--- src/rtl/hunter_pkg.sv ---
package hunter_pkg;

    localparam int SEL_W_DEF  = 2;
    localparam int STAGES_DEF = 2;

    // Per-cycle control inputs seen by the arming logic
    typedef struct packed {
        logic en;
        logic tick;
        logic hit;
    } hunt_ev_t;

    function automatic hunt_ev_t make_ev(input logic en, input logic tick, input logic hit);
        hunt_ev_t e;
        e.en   = en;
        e.tick = tick;
        e.hit  = hit;
        return e;
    endfunction

    // Next armed state: disabled clears, tick arms, lone event disarms
    function automatic logic next_armed(input hunt_ev_t e, input logic armed);
        if (!e.en)
            return 1'b0;
        else if (e.tick)
            return 1'b1;
        else if (e.hit)
            return 1'b0;
        return armed;
    endfunction

endpackage

--- src/rtl/hunter_sync.sv ---
module hunter_sync #(
    parameter int STAGES = hunter_pkg::STAGES_DEF
) (
    input  logic clk,
    input  logic rst,
    input  logic async_i,
    output logic hit_o
);
    logic [STAGES:0] chain;

    always_ff @(posedge clk) begin
        if (rst)
            chain <= '0;
        else
            chain <= {chain[STAGES-1:0], async_i};
    end

    // Either direction of a settled transition is one event
    assign hit_o = chain[STAGES] ^ chain[STAGES-1];
endmodule

--- src/rtl/hunter_arm.sv ---
module hunter_arm
    import hunter_pkg::*;
(
    input  logic     clk,
    input  logic     rst,
    input  hunt_ev_t ev_i,
    output logic     adv_o
);
    logic armed;

    always_ff @(posedge clk) begin
        if (rst)
            armed <= 1'b0;
        else
            armed <= next_armed(ev_i, armed);
    end

    assign adv_o = ev_i.en & ev_i.tick & armed & ~ev_i.hit;
endmodule

--- src/rtl/hunter_count.sv ---
module hunter_count #(
    parameter int SEL_W = hunter_pkg::SEL_W_DEF
) (
    input  logic             clk,
    input  logic             rst,
    input  logic             adv_i,
    output logic [SEL_W-1:0] sel_o
);
    always_ff @(posedge clk) begin
        if (rst)
            sel_o <= '0;
        else if (adv_i)
            sel_o <= sel_o + 1'b1;   // natural wrap at the top
    end
endmodule

--- src/rtl/std_hunter.sv ---
module std_hunter
    import hunter_pkg::*;
#(
    parameter int SEL_W  = SEL_W_DEF,
    parameter int STAGES = STAGES_DEF
) (
    input  logic             clk,
    input  logic             rst,
    input  logic             auto_en_i,
    input  logic             tick_i,
    input  logic             ref_toggle_i,
    output logic [SEL_W-1:0] std_sel_o
);
    logic     ref_hit;
    logic     advance;
    hunt_ev_t ev;

    hunter_sync #(.STAGES(STAGES)) u_sync (
        .clk    (clk),
        .rst    (rst),
        .async_i(ref_toggle_i),
        .hit_o  (ref_hit)
    );

    assign ev = make_ev(auto_en_i, tick_i, ref_hit);

    hunter_arm u_arm (
        .clk  (clk),
        .rst  (rst),
        .ev_i (ev),
        .adv_o(advance)
    );

    hunter_count #(.SEL_W(SEL_W)) u_count (
        .clk  (clk),
        .rst  (rst),
        .adv_i(advance),
        .sel_o(std_sel_o)
    );
endmodule

--- config.mk ---
export PLATFORM = sky130hd
export DESIGN_NAME = std_hunter
export DESIGN_NICKNAME = d
export VERILOG_FILES = /design/src/rtl/hunter_pkg.sv /design/src/rtl/hunter_sync.sv /design/src/rtl/hunter_arm.sv /design/src/rtl/hunter_count.sv /design/src/rtl/std_hunter.sv
export SDC_FILE = /design/constraint.sdc
export NUM_CORES = 1
export LEC_CHECK = 0
export CORE_AREA = 2 2 39 41
export DETAILED_ROUTE_END_ITERATION = 7
export DIE_AREA = 0 0 41 43
export GPL_TIMING_DRIVEN = 0
export PLACE_DENSITY_LB_ADDON = 0.12
export SLEW_MARGIN = 20
export SYNTH_ARGS = -nofsm -noshare
export SYNTH_HDL_FRONTEND = slang
export SYNTH_SLANG_ARGS = --single-unit
export TNS_END_PERCENT = 5
--- constraint.sdc ---
create_clock -name clk -period 1.7 [get_ports clk]
set_clock_uncertainty 0.15 [all_clocks]
set_input_delay 0.34 -clock clk [delete_from_list [all_inputs] [get_ports clk]]
set_output_delay 0.34 -clock clk [all_outputs]
set_load 0.02 [all_outputs]
==> impl_metrics.toml, run 1 <==
[run_status]
outcome = "finished, final reports clean"

[clock_network]
cts-root-buf = "clkbuf_4"
cts_hold_buffers = 0
cts_buffers = 3
clockBufferDepth = 2
h-tree-depth = 1
clk-insertion-delay-late_ns = 0.23
cts_setup_buffers = 0
ctsResizeCount = 1
clk_pin_slew_worst_paths_ns = 0.04
clock_sinks = 6
cts_tree = "yes"

[grt]
antenna_found_initial = 0
groute.usage.overall_pct = 7.03
overflow = 0
grt_pass1_wl_um = 731
grt_start_max_net_pins = 7
grt_pass1_vias = 196

[detailed_routing]
num_vias = 177
wl_per_cell_um = 8.54
ant_nets = 0
initialDrtViolationCount = 0
firstDrtPassIters = 1
wl_um = 393
post_drt_via_cell_ratio = 3.85
drc_errors = 0

[sta]
max_freq_ghz = 0.709
max_slew_margin_pct = 78.6
tightest_slew_ns = 0.320
fin_crit_ns = 1.41
setup_viol = 0
setup_tns_ns = 0
slew_viol_final = 0
rsz0062_at_grt = "no"
fin_crit_sh_pct = 83.0
hold_viol_final = 0

[setup_path]
worstPathCellList = "dlygate4sd2_1"
cp_slowest_cell = "dfxtp_1"
path_max_fanout = 4
cpPeakStageDelay_ns = 0.35
cpLargestDelayFamily = "flip-flops"
start_kind = "register"
cp_num_buf_inv = 1
worst_ep_arrival_time_ns = 0.92
setup.worst_path.class = "register to output pin"
cp-end-kind = "output pin"
worstPathRequired_ns = 1.21

[synth]
syn-cell-area_sq_um = 211
synthFlopType = "dfxtp_1"
synthCells = 21
synth_compound_area_share_pct = 13.0
synth_simple_gate_area_share_pct = 24.3
synth_common_cells = "dfxtp_1 (6), nor2b_1 (3), a21oi_1 (2), o21ai_0 (2), or3_1 (2)"
synthAdderAreaFrac_pct = 0
ys_ff_latch = 6
yosysMostFrequentCell = "dfxtp_1"
synth_area_leaders = "dfxtp_1 (57%), nor2b_1 (8.9%), or3_1 (5.9%), a21oi_1 (4.7%), o21ai_0 (4.7%)"
synth_nets = 26
yosys_warnings = 0
synth_top_area_share_pct = 56.8
muxShareOfSynthArea_pct = 0
ys_types = 11
synth_top_area_cell = "dfxtp_1"
ys_async_sr_fraction_pct = 0
synth_top_family_by_area = "simple AND/OR/NAND/NOR gates"
avgSynthCellArea_sq_um = 10.1
synth_seq_area_share_pct = 56.8
synth_edf_count = 0
synth-xor-area-share_pct = 4.14

[power_and_ir_drop]
p_leak_nw = 0.141
peakVddDrop_uv = 294
p_int_mw = 0.238
seqPwrFrac_pct = 50.5
pwr-share-clk_pct = 42.2
pwr-share-comb_pct = 7.3
p_per_area_nw_per_um2 = 930
p_sw_mw = 0.0549
swShare_pct = 18.7

[run]
maxCapViolCount = 0

[floorplanning]
die_h_um = 43
die_x_um = 41
die-area_sq_um = 1760
pin_count = 7
rows = 14
core-area_sq_um = 1380
start_util_pct = 15.3

[place]
place_congestion = 0.561
dp_hpwl_um = 306
port_buffers = 6

[final_layout]
utilization_pct = 22.8
syn_to_final_growth_pct = 49.1
final_nets = 37
diodes = 0
layout-drive-gt1-share_pct = 10.0

[min_path]
hold_class = "register to register"
==> sequential cells by signal, summed over array words and instances, names as in the netlist <==
name / count
u_count.sel_o: 2
u_arm.armed: 1
u_sync.chain: 3
==> layer usage <==
metal  track usage [%]  routed length [um]
met1              6.75                 165
met2              8.75                 180
met3              3.14                  39
met4              10.0                   8
met5                 0                   0
==> worst paths after layout <==
path,cells after the start,from,slack (ns),endpoint
setup / recovery,1,u_count.sel_o[0]$_SDFFE_PP0P_,0.29,std_sel_o[0]
hold / removal,1,u_sync.chain[0]$_SDFF_PP0_,0.30,u_sync.chain[1]$_SDFF_PP0_
setup reg to reg,3,u_sync.chain[1]$_SDFF_PP0_,0.49,u_count.sel_o[1]$_SDFFE_PP0P_
hold reg to reg,1,u_sync.chain[0]$_SDFF_PP0_,0.30,u_sync.chain[1]$_SDFF_PP0_
==> cells by family after synthesis <==
logic type / after synthesis
AND/OR/NAND/NOR: 8
flip-flops: 6
AO/OA/AOI/OAI: 5
XOR/XNOR: 1
buffers and inverters: 1
==> stage by stage <==
step	hold WS, ns	cell area (sq um)	power [mW]	setup slack, ns	std cells
3_5_place_dp	0.291	292	0.173	0.0687	43
3_3_place_gp	0.288	292	0.172	0.0746	43
6_report	0.302	315	0.293	0.289	46
2_1_floorplan	0.259	211	0.158	0.495	21
5_1_grt	0.319	315	0.315	0.224	46
4_1_cts	0.310	313	0.306	0.0245	46
==> power by group through the flow <==
| stage | registers (mW) | clock network [mW] | logic [mW] |
|---|---|---|---|
| detailed placement | 0.151 | 0 | 0.0223 |
| CTS | 0.148 | 0.136 | 0.0219 |
| global placement | 0.150 | 0 | 0.0216 |
| finish | 0.148 | 0.124 | 0.0213 |
| floorplan | 0.151 | 0 | 0.00699 |
| global route | 0.148 | 0.142 | 0.0239 |
==> cell usage in the layout, fill, tap and decap left out <==
cell | synthesis | routed
a21oi_1 | 2 | 2
and3b_1 | 1 | 1
clkbuf_4 | 0 | 3
clkdlybuf4s50_1 | 0 | 4
dfxtp_1 | 6 | 6
dlygate4sd2_1 | 0 | 1
dlymetal6s2s_1 | 0 | 1
inv_1 | 1 | 1
nand3_1 | 1 | 1
nand4_1 | 1 | 1
nor2b_1 | 3 | 3
o21ai_0 | 2 | 2
o21bai_1 | 1 | 1
or3_1 | 2 | 2
xor2_1 | 1 | 1
==> cell type report <==
cell class | count | area (sq um)
sequential | 6 | 120
inverter | 1 | 3.75
clock buffer | 3 | 22.5
tap | 16 | 20.0
multi-input combinational | 14 | 87.6
timing repair buffer | 6 | 61.3
fill | 155 | 1070
No activity file was read; power rests on OpenSTA's default activity.
==> run 2, diff against run 1 <==
Clock period 1.7 ns to 1.3 ns, I/O delays scaled along.
==> impl_metrics.toml, run 2 (same netlist as run 1, synthesis figures left out) <==
[floorplanning]
die-area_sq_um = 1760
die_x_um = 41
rows = 14
die_h_um = 43
pin_count = 7
start_util_pct = 15.3
core-area_sq_um = 1380

[grt]
groute.usage.overall_pct = 7.03
grt_pass1_wl_um = 731
grt_pass1_vias = 196
antenna_found_initial = 0
overflow = 0
grt_start_max_net_pins = 7

[power_and_ir_drop]
p_sw_mw = 0.0722
p_int_mw = 0.310
p_leak_nw = 0.131
pwr-share-comb_pct = 6.9
swShare_pct = 18.9
p_per_area_nw_per_um2 = 1250
seqPwrFrac_pct = 50.7
peakVddDrop_uv = 384
pwr-share-clk_pct = 42.4

[detailed_routing]
drc_errors = 0
post_drt_via_cell_ratio = 3.85
firstDrtPassIters = 1
wl_um = 412
num_vias = 177
wl_per_cell_um = 8.96
initialDrtViolationCount = 0
ant_nets = 0

[clock_network]
clockBufferDepth = 2
h-tree-depth = 1
cts-root-buf = "clkbuf_4"
cts_buffers = 3
clock_sinks = 6
cts_hold_buffers = 0
clk_pin_slew_worst_paths_ns = 0.04
clk-insertion-delay-late_ns = 0.23
cts_tree = "yes"

[place]
place_congestion = 0.561
port_buffers = 6
dp.cells = 43
dpl_cell_area_sq_um = 292
dp_hpwl_um = 306

[min_path]
hold_class = "input port to register"

[sta]
hold_viol_final = 0
max_freq_ghz = 0.826
rsz0062_at_grt = "no"
tightest_slew_ns = 0.327
setup_viol = 0
fin_crit_ns = 1.21
setup_tns_ns = 0
slew_viol_final = 0
fin_crit_sh_pct = 93.1
max_slew_margin_pct = 78.1

[run]
maxCapViolCount = 0

[final_layout]
layout_commonest_cell = "dfxtp_1"
largest_register_ffs = 3
top_register = "u_sync.chain"
largest_registers = "u_sync.chain (3), u_count.sel_o (2), u_arm.armed (1)"
final_cell_mix = "dfxtp_1 (6), nor2b_1 (3), clkbuf_4 (3)"
syn_to_final_growth_pct = 44.4
layout-drive-gt1-share_pct = 16.7
fill_cells = 158
diodes = 0
multi_input_area_sq_um = 87.6
final_cells = 46
final_area_sq_um = 305
final_nets = 37
seqCellArea_sq_um = 120

[setup_path]
setup.worst_path.class = "register to register"
path_max_fanout = 5
worstPathRequired_ns = 1.32
cp-end-kind = "register"
start_kind = "register"
worst_ep_arrival_time_ns = 1.23

[run_status]
outcome = "finished, final reports clean"
run 2: final cells by class:
cell class | count | area share [%]
repair buffers | 6 | 16.8
multi-input cells | 14 | 28.7
clock buffers | 3 | 7.38
inverters | 1 | 1.23
well taps | 16 | 6.56
flip-flops and latches | 6 | 39.3
run 2: routing by layer:
| metal | wire length [um] | global-route usage, % | up-vias |
|---|---|---|---|
| li1 | - | - | 93 |
| met1 | 173 | 6.75 | 76 |
| met2 | 188 | 8.75 | 6 |
| met3 | 40 | 3.14 | 2 |
| met4 | 8 | 10.0 | 0 |
| met5 | 0 | 0 | - |
run 2: power by group through the flow:
stage          registers [mW]  logic [mW]  clock network [mW]
6_report                0.194      0.0264               0.162
5_1_grt                 0.194      0.0295               0.186
4_1_cts                 0.194      0.0278               0.178
3_5_place_dp            0.197      0.0292                   0
3_3_place_gp            0.197      0.0283                   0
2_1_floorplan           0.197     0.00915                   0
run 2: stage by stage:
step                setup WS, ns  util, %  power, mW  hold slack [ns]
floorplan                 0.0951        -      0.206            0.179
global placement          -0.245     21.1      0.225            0.288
detailed placement        -0.251     21.1      0.226            0.291
CTS                      0.00511     22.7      0.399            0.310
global route              0.0159     22.1      0.410            0.206
finish                    0.0895     22.1      0.382            0.182
run 2: repair_timing:
action	in CTS	in global routing
endpoints found under the setup margin	3	4
cloned	0	0
gates resized for setup	6	3
setup buffers	0	0
pin swaps	0	1
run 2: worst max-delay path: stages, from the launching register on:
cell	delay, ns
dfxtp_1	0.31
xor2_1	0.20
or3_1	0.36
a21oi_1	0.13
run 2: final timing paths:
| check | from | to | slack (ns) | cells after the start |
|---|---|---|---|---|
| setup / recovery | u_sync.chain[1]$_SDFF_PP0_ | u_count.sel_o[1]$_SDFFE_PP0P_ | 0.09 | 3 |
| hold / removal | auto_en_i | u_arm.armed$_SDFFE_PP0P_ | 0.18 | 2 |
| setup reg to reg | u_sync.chain[1]$_SDFF_PP0_ | u_count.sel_o[1]$_SDFFE_PP0P_ | 0.09 | 3 |
| hold reg to reg | u_sync.chain[0]$_SDFF_PP0_ | u_sync.chain[1]$_SDFF_PP0_ | 0.30 | 1 |
==> run 3, diff against run 2 <==
Settings changed: SYNTH_HIERARCHICAL set to 1.
==> impl_metrics.toml, run 3 <==
[synth]
synth_edf_count = 0
synthCells = 19
ys_async_sr_fraction_pct = 0
avgSynthCellArea_sq_um = 11.7
ys_ff_latch = 6
ys_types = 12
synth-xor-area-share_pct = 7.91
muxShareOfSynthArea_pct = 0
yosysMostFrequentCell = "dfxtp_1"
synthFlopType = "dfxtp_1"
synth_top_area_cell = "dfxtp_1"
syn-cell-area_sq_um = 221
synth_top_family_by_area = "simple AND/OR/NAND/NOR gates"
synth_top_area_share_pct = 54.2
synth_area_leaders = "dfxtp_1 (54%), nor2b_1 (8.5%), nor2b_4 (6.2%), a21bo_1 (4.5%), o211a_1 (4.5%)"
synthAdderAreaFrac_pct = 0
synth_nets = 24
synth_common_cells = "dfxtp_1 (6), nor2b_1 (3)"
synth_seq_area_share_pct = 54.2
yosys_warnings = 6
synth_compound_area_share_pct = 13.0
synth_simple_gate_area_share_pct = 23.2

[sta]
rsz0062_at_grt = "yes"
fin_crit_sh_pct = 96.9
tightest_slew_ns = 0.255
max_freq_ghz = 0.794
setup_viol = 0
fin_crit_ns = 1.26
hold_viol_final = 0
hold_ws_ns = 0.295
max_slew_margin_pct = 82.9
fin_ws_ns = 0.0406
slew_viol_final = 0

[final_layout]
final_nets = 36
diodes = 0
final_cell_mix = "clkdlybuf4s50_1 (4), dfxtp_1 (4), clkbuf_4 (3), nor2b_1 (3), dfxtp_2 (2)"
top_register = "u_sync/chain"
layout-drive-gt1-share_pct = 41.4
multi_input_area_sq_um = 109
fill_cells = 151
utilization_pct = 24.7
seqCellArea_sq_um = 123
largest_registers = "u_sync/chain (3), u_count/sel_o (2), u_arm/armed (1)"
final_cells = 45
largest_register_ffs = 3
syn_to_final_growth_pct = 54.2

[power_and_ir_drop]
p_per_area_nw_per_um2 = 1160
p_total_mw = 0.396
swShare_pct = 20.1
seqPwrFrac_pct = 49.0
pwr-share-comb_pct = 8.2
pwr-share-clk_pct = 42.8
p_int_mw = 0.316
peakVddDrop_uv = 321
p_sw_mw = 0.0797
p_leak_nw = 0.143

[grt]
grt_pass1_vias = 184
grtUsageMet3_pct = 4.71
antenna_found_initial = 0
overflow = 0
grt_pass1_wl_um = 683
grt_start_max_net_pins = 7
gr-usage-met1_pct = 5.86
groute.usage.overall_pct = 6.65
grt_use_met2_pct = 8.44
grt-busiest-layer = "met2"

[place]
place_congestion = 0.582
dp_slack_ns = -0.124
dp.cells = 41
port_buffers = 6

[clock_network]
h-tree-depth = 1
clockBufferDepth = 2
clk-insertion-delay-late_ns = 0.24
cts_buffers = 3
cts_hold_buffers = 0
clk_pin_slew_worst_paths_ns = 0.05
cts_tree = "yes"
cts-root-buf = "clkbuf_4"
clock_sinks = 6

[run_status]
outcome = "finished, final reports clean"

[setup_path]
r2r_slack_ns = 0.04
cp-end-kind = "register"
worstPathRequired_ns = 1.32
start_kind = "register"
cp-startpoint = "u_sync/chain[1]$_SDFF_PP0_"
worstReg2RegEnd = "u_count/sel_o[1]$_SDFFE_PP0P_"
path_max_fanout = 3
setup.worst_path.class = "register to register"
crit_end = "u_count/sel_o[1]$_SDFFE_PP0P_"
worst_ep_arrival_time_ns = 1.28
reg2reg_depth = 5
rr_startpoint = "u_sync/chain[1]$_SDFF_PP0_"

[detailed_routing]
post_drt_via_cell_ratio = 3.78
num_vias = 170
drc_errors = 0
wl_um = 395
firstDrtPassIters = 2
wl_per_cell_um = 8.78
initialDrtViolationCount = 1
ant_nets = 0

[floorplanning]
rows = 14
die_h_um = 43
start_util_pct = 16.0
pin_count = 7
core-area_sq_um = 1380
die-area_sq_um = 1760
die_x_um = 41

[run]
maxCapViolCount = 0

[min_path]
hold_class = "register to register"
-- run 3: final cells by class --
class,count,area share [%]
inverter,1,1.10
multi-input combinational,12,31.9
timing repair buffer,7,18.7
sequential,6,35.9
tap,16,5.86
clock buffer,3,6.59
-- run 3: critical path: stages (launching register included) --
cell and delay [ns]:
dfxtp_2 0.33, xor2_2 0.19, nor2b_4 0.05, and3_4 0.16, a21bo_1 0.20, a21oi_2 0.12
-- run 3: through the flow --
stage               cell area [sq um]  TNS [ns]
global route                      342   -0.0147
global placement                  302    -0.332
detailed placement                302    -0.412
floorplan                         221         0
CTS                               334         0
finish                            342         0
-- run 3: kinds of logic (layout without fill, tap and decap cells) --
kind of cell / after synthesis / in the layout
AND/OR/NAND/NOR: 7 / 7
buffers and inverters: 1 / 11
AO/OA/AOI/OAI: 3 / 3
XOR/XNOR: 2 / 2
flip-flops: 6 / 6
-- run 3: worst min path at each step --
stage | start | end | slack (ns) | cells past startpoint
detailed placement | u_sync/chain[0]$_SDFF_PP0_ | u_sync/chain[1]$_SDFF_PP0_ | 0.30 | 1
floorplan | rst | u_count/sel_o[1]$_SDFFE_PP0P_ | 0.17 | 1
CTS | u_sync/chain[0]$_SDFF_PP0_ | u_sync/chain[1]$_SDFF_PP0_ | 0.30 | 1
global placement | u_sync/chain[0]$_SDFF_PP0_ | u_sync/chain[1]$_SDFF_PP0_ | 0.29 | 1
global route | u_sync/chain[0]$_SDFF_PP0_ | u_sync/chain[1]$_SDFF_PP0_ | 0.30 | 1
finish | u_sync/chain[0]$_SDFF_PP0_ | u_sync/chain[1]$_SDFF_PP0_ | 0.30 | 1
-- run 3: metal layers --
metal  up-vias  part of all wire (%)
met5         -                     0
met4         0                     0
met3         0                   6.6
met2         4                    53
met1        81                    40
li1         85                     -
-- run 3: power groups by stage --
stage | logic, mW | registers, mW | clock network [mW]
floorplan | 0.0112 | 0.197 | 0
global placement | 0.0295 | 0.196 | 0
detailed placement | 0.0301 | 0.196 | 0
CTS | 0.0308 | 0.194 | 0.180
global route | 0.0357 | 0.194 | 0.191
finish | 0.0326 | 0.194 | 0.169
-- run 3: repair_timing --
| action | 4_1_cts | 5_1_grt |
|---|---|---|
| pin swaps | 1 | 4 |
| hold endpoints to repair | 0 | 0 |
| gates cloned | 0 | 0 |
| resized for setup | 11 | 0 |
| setup buffers | 0 | 1 |
| endpoints found under the setup margin | 4 | 2 |
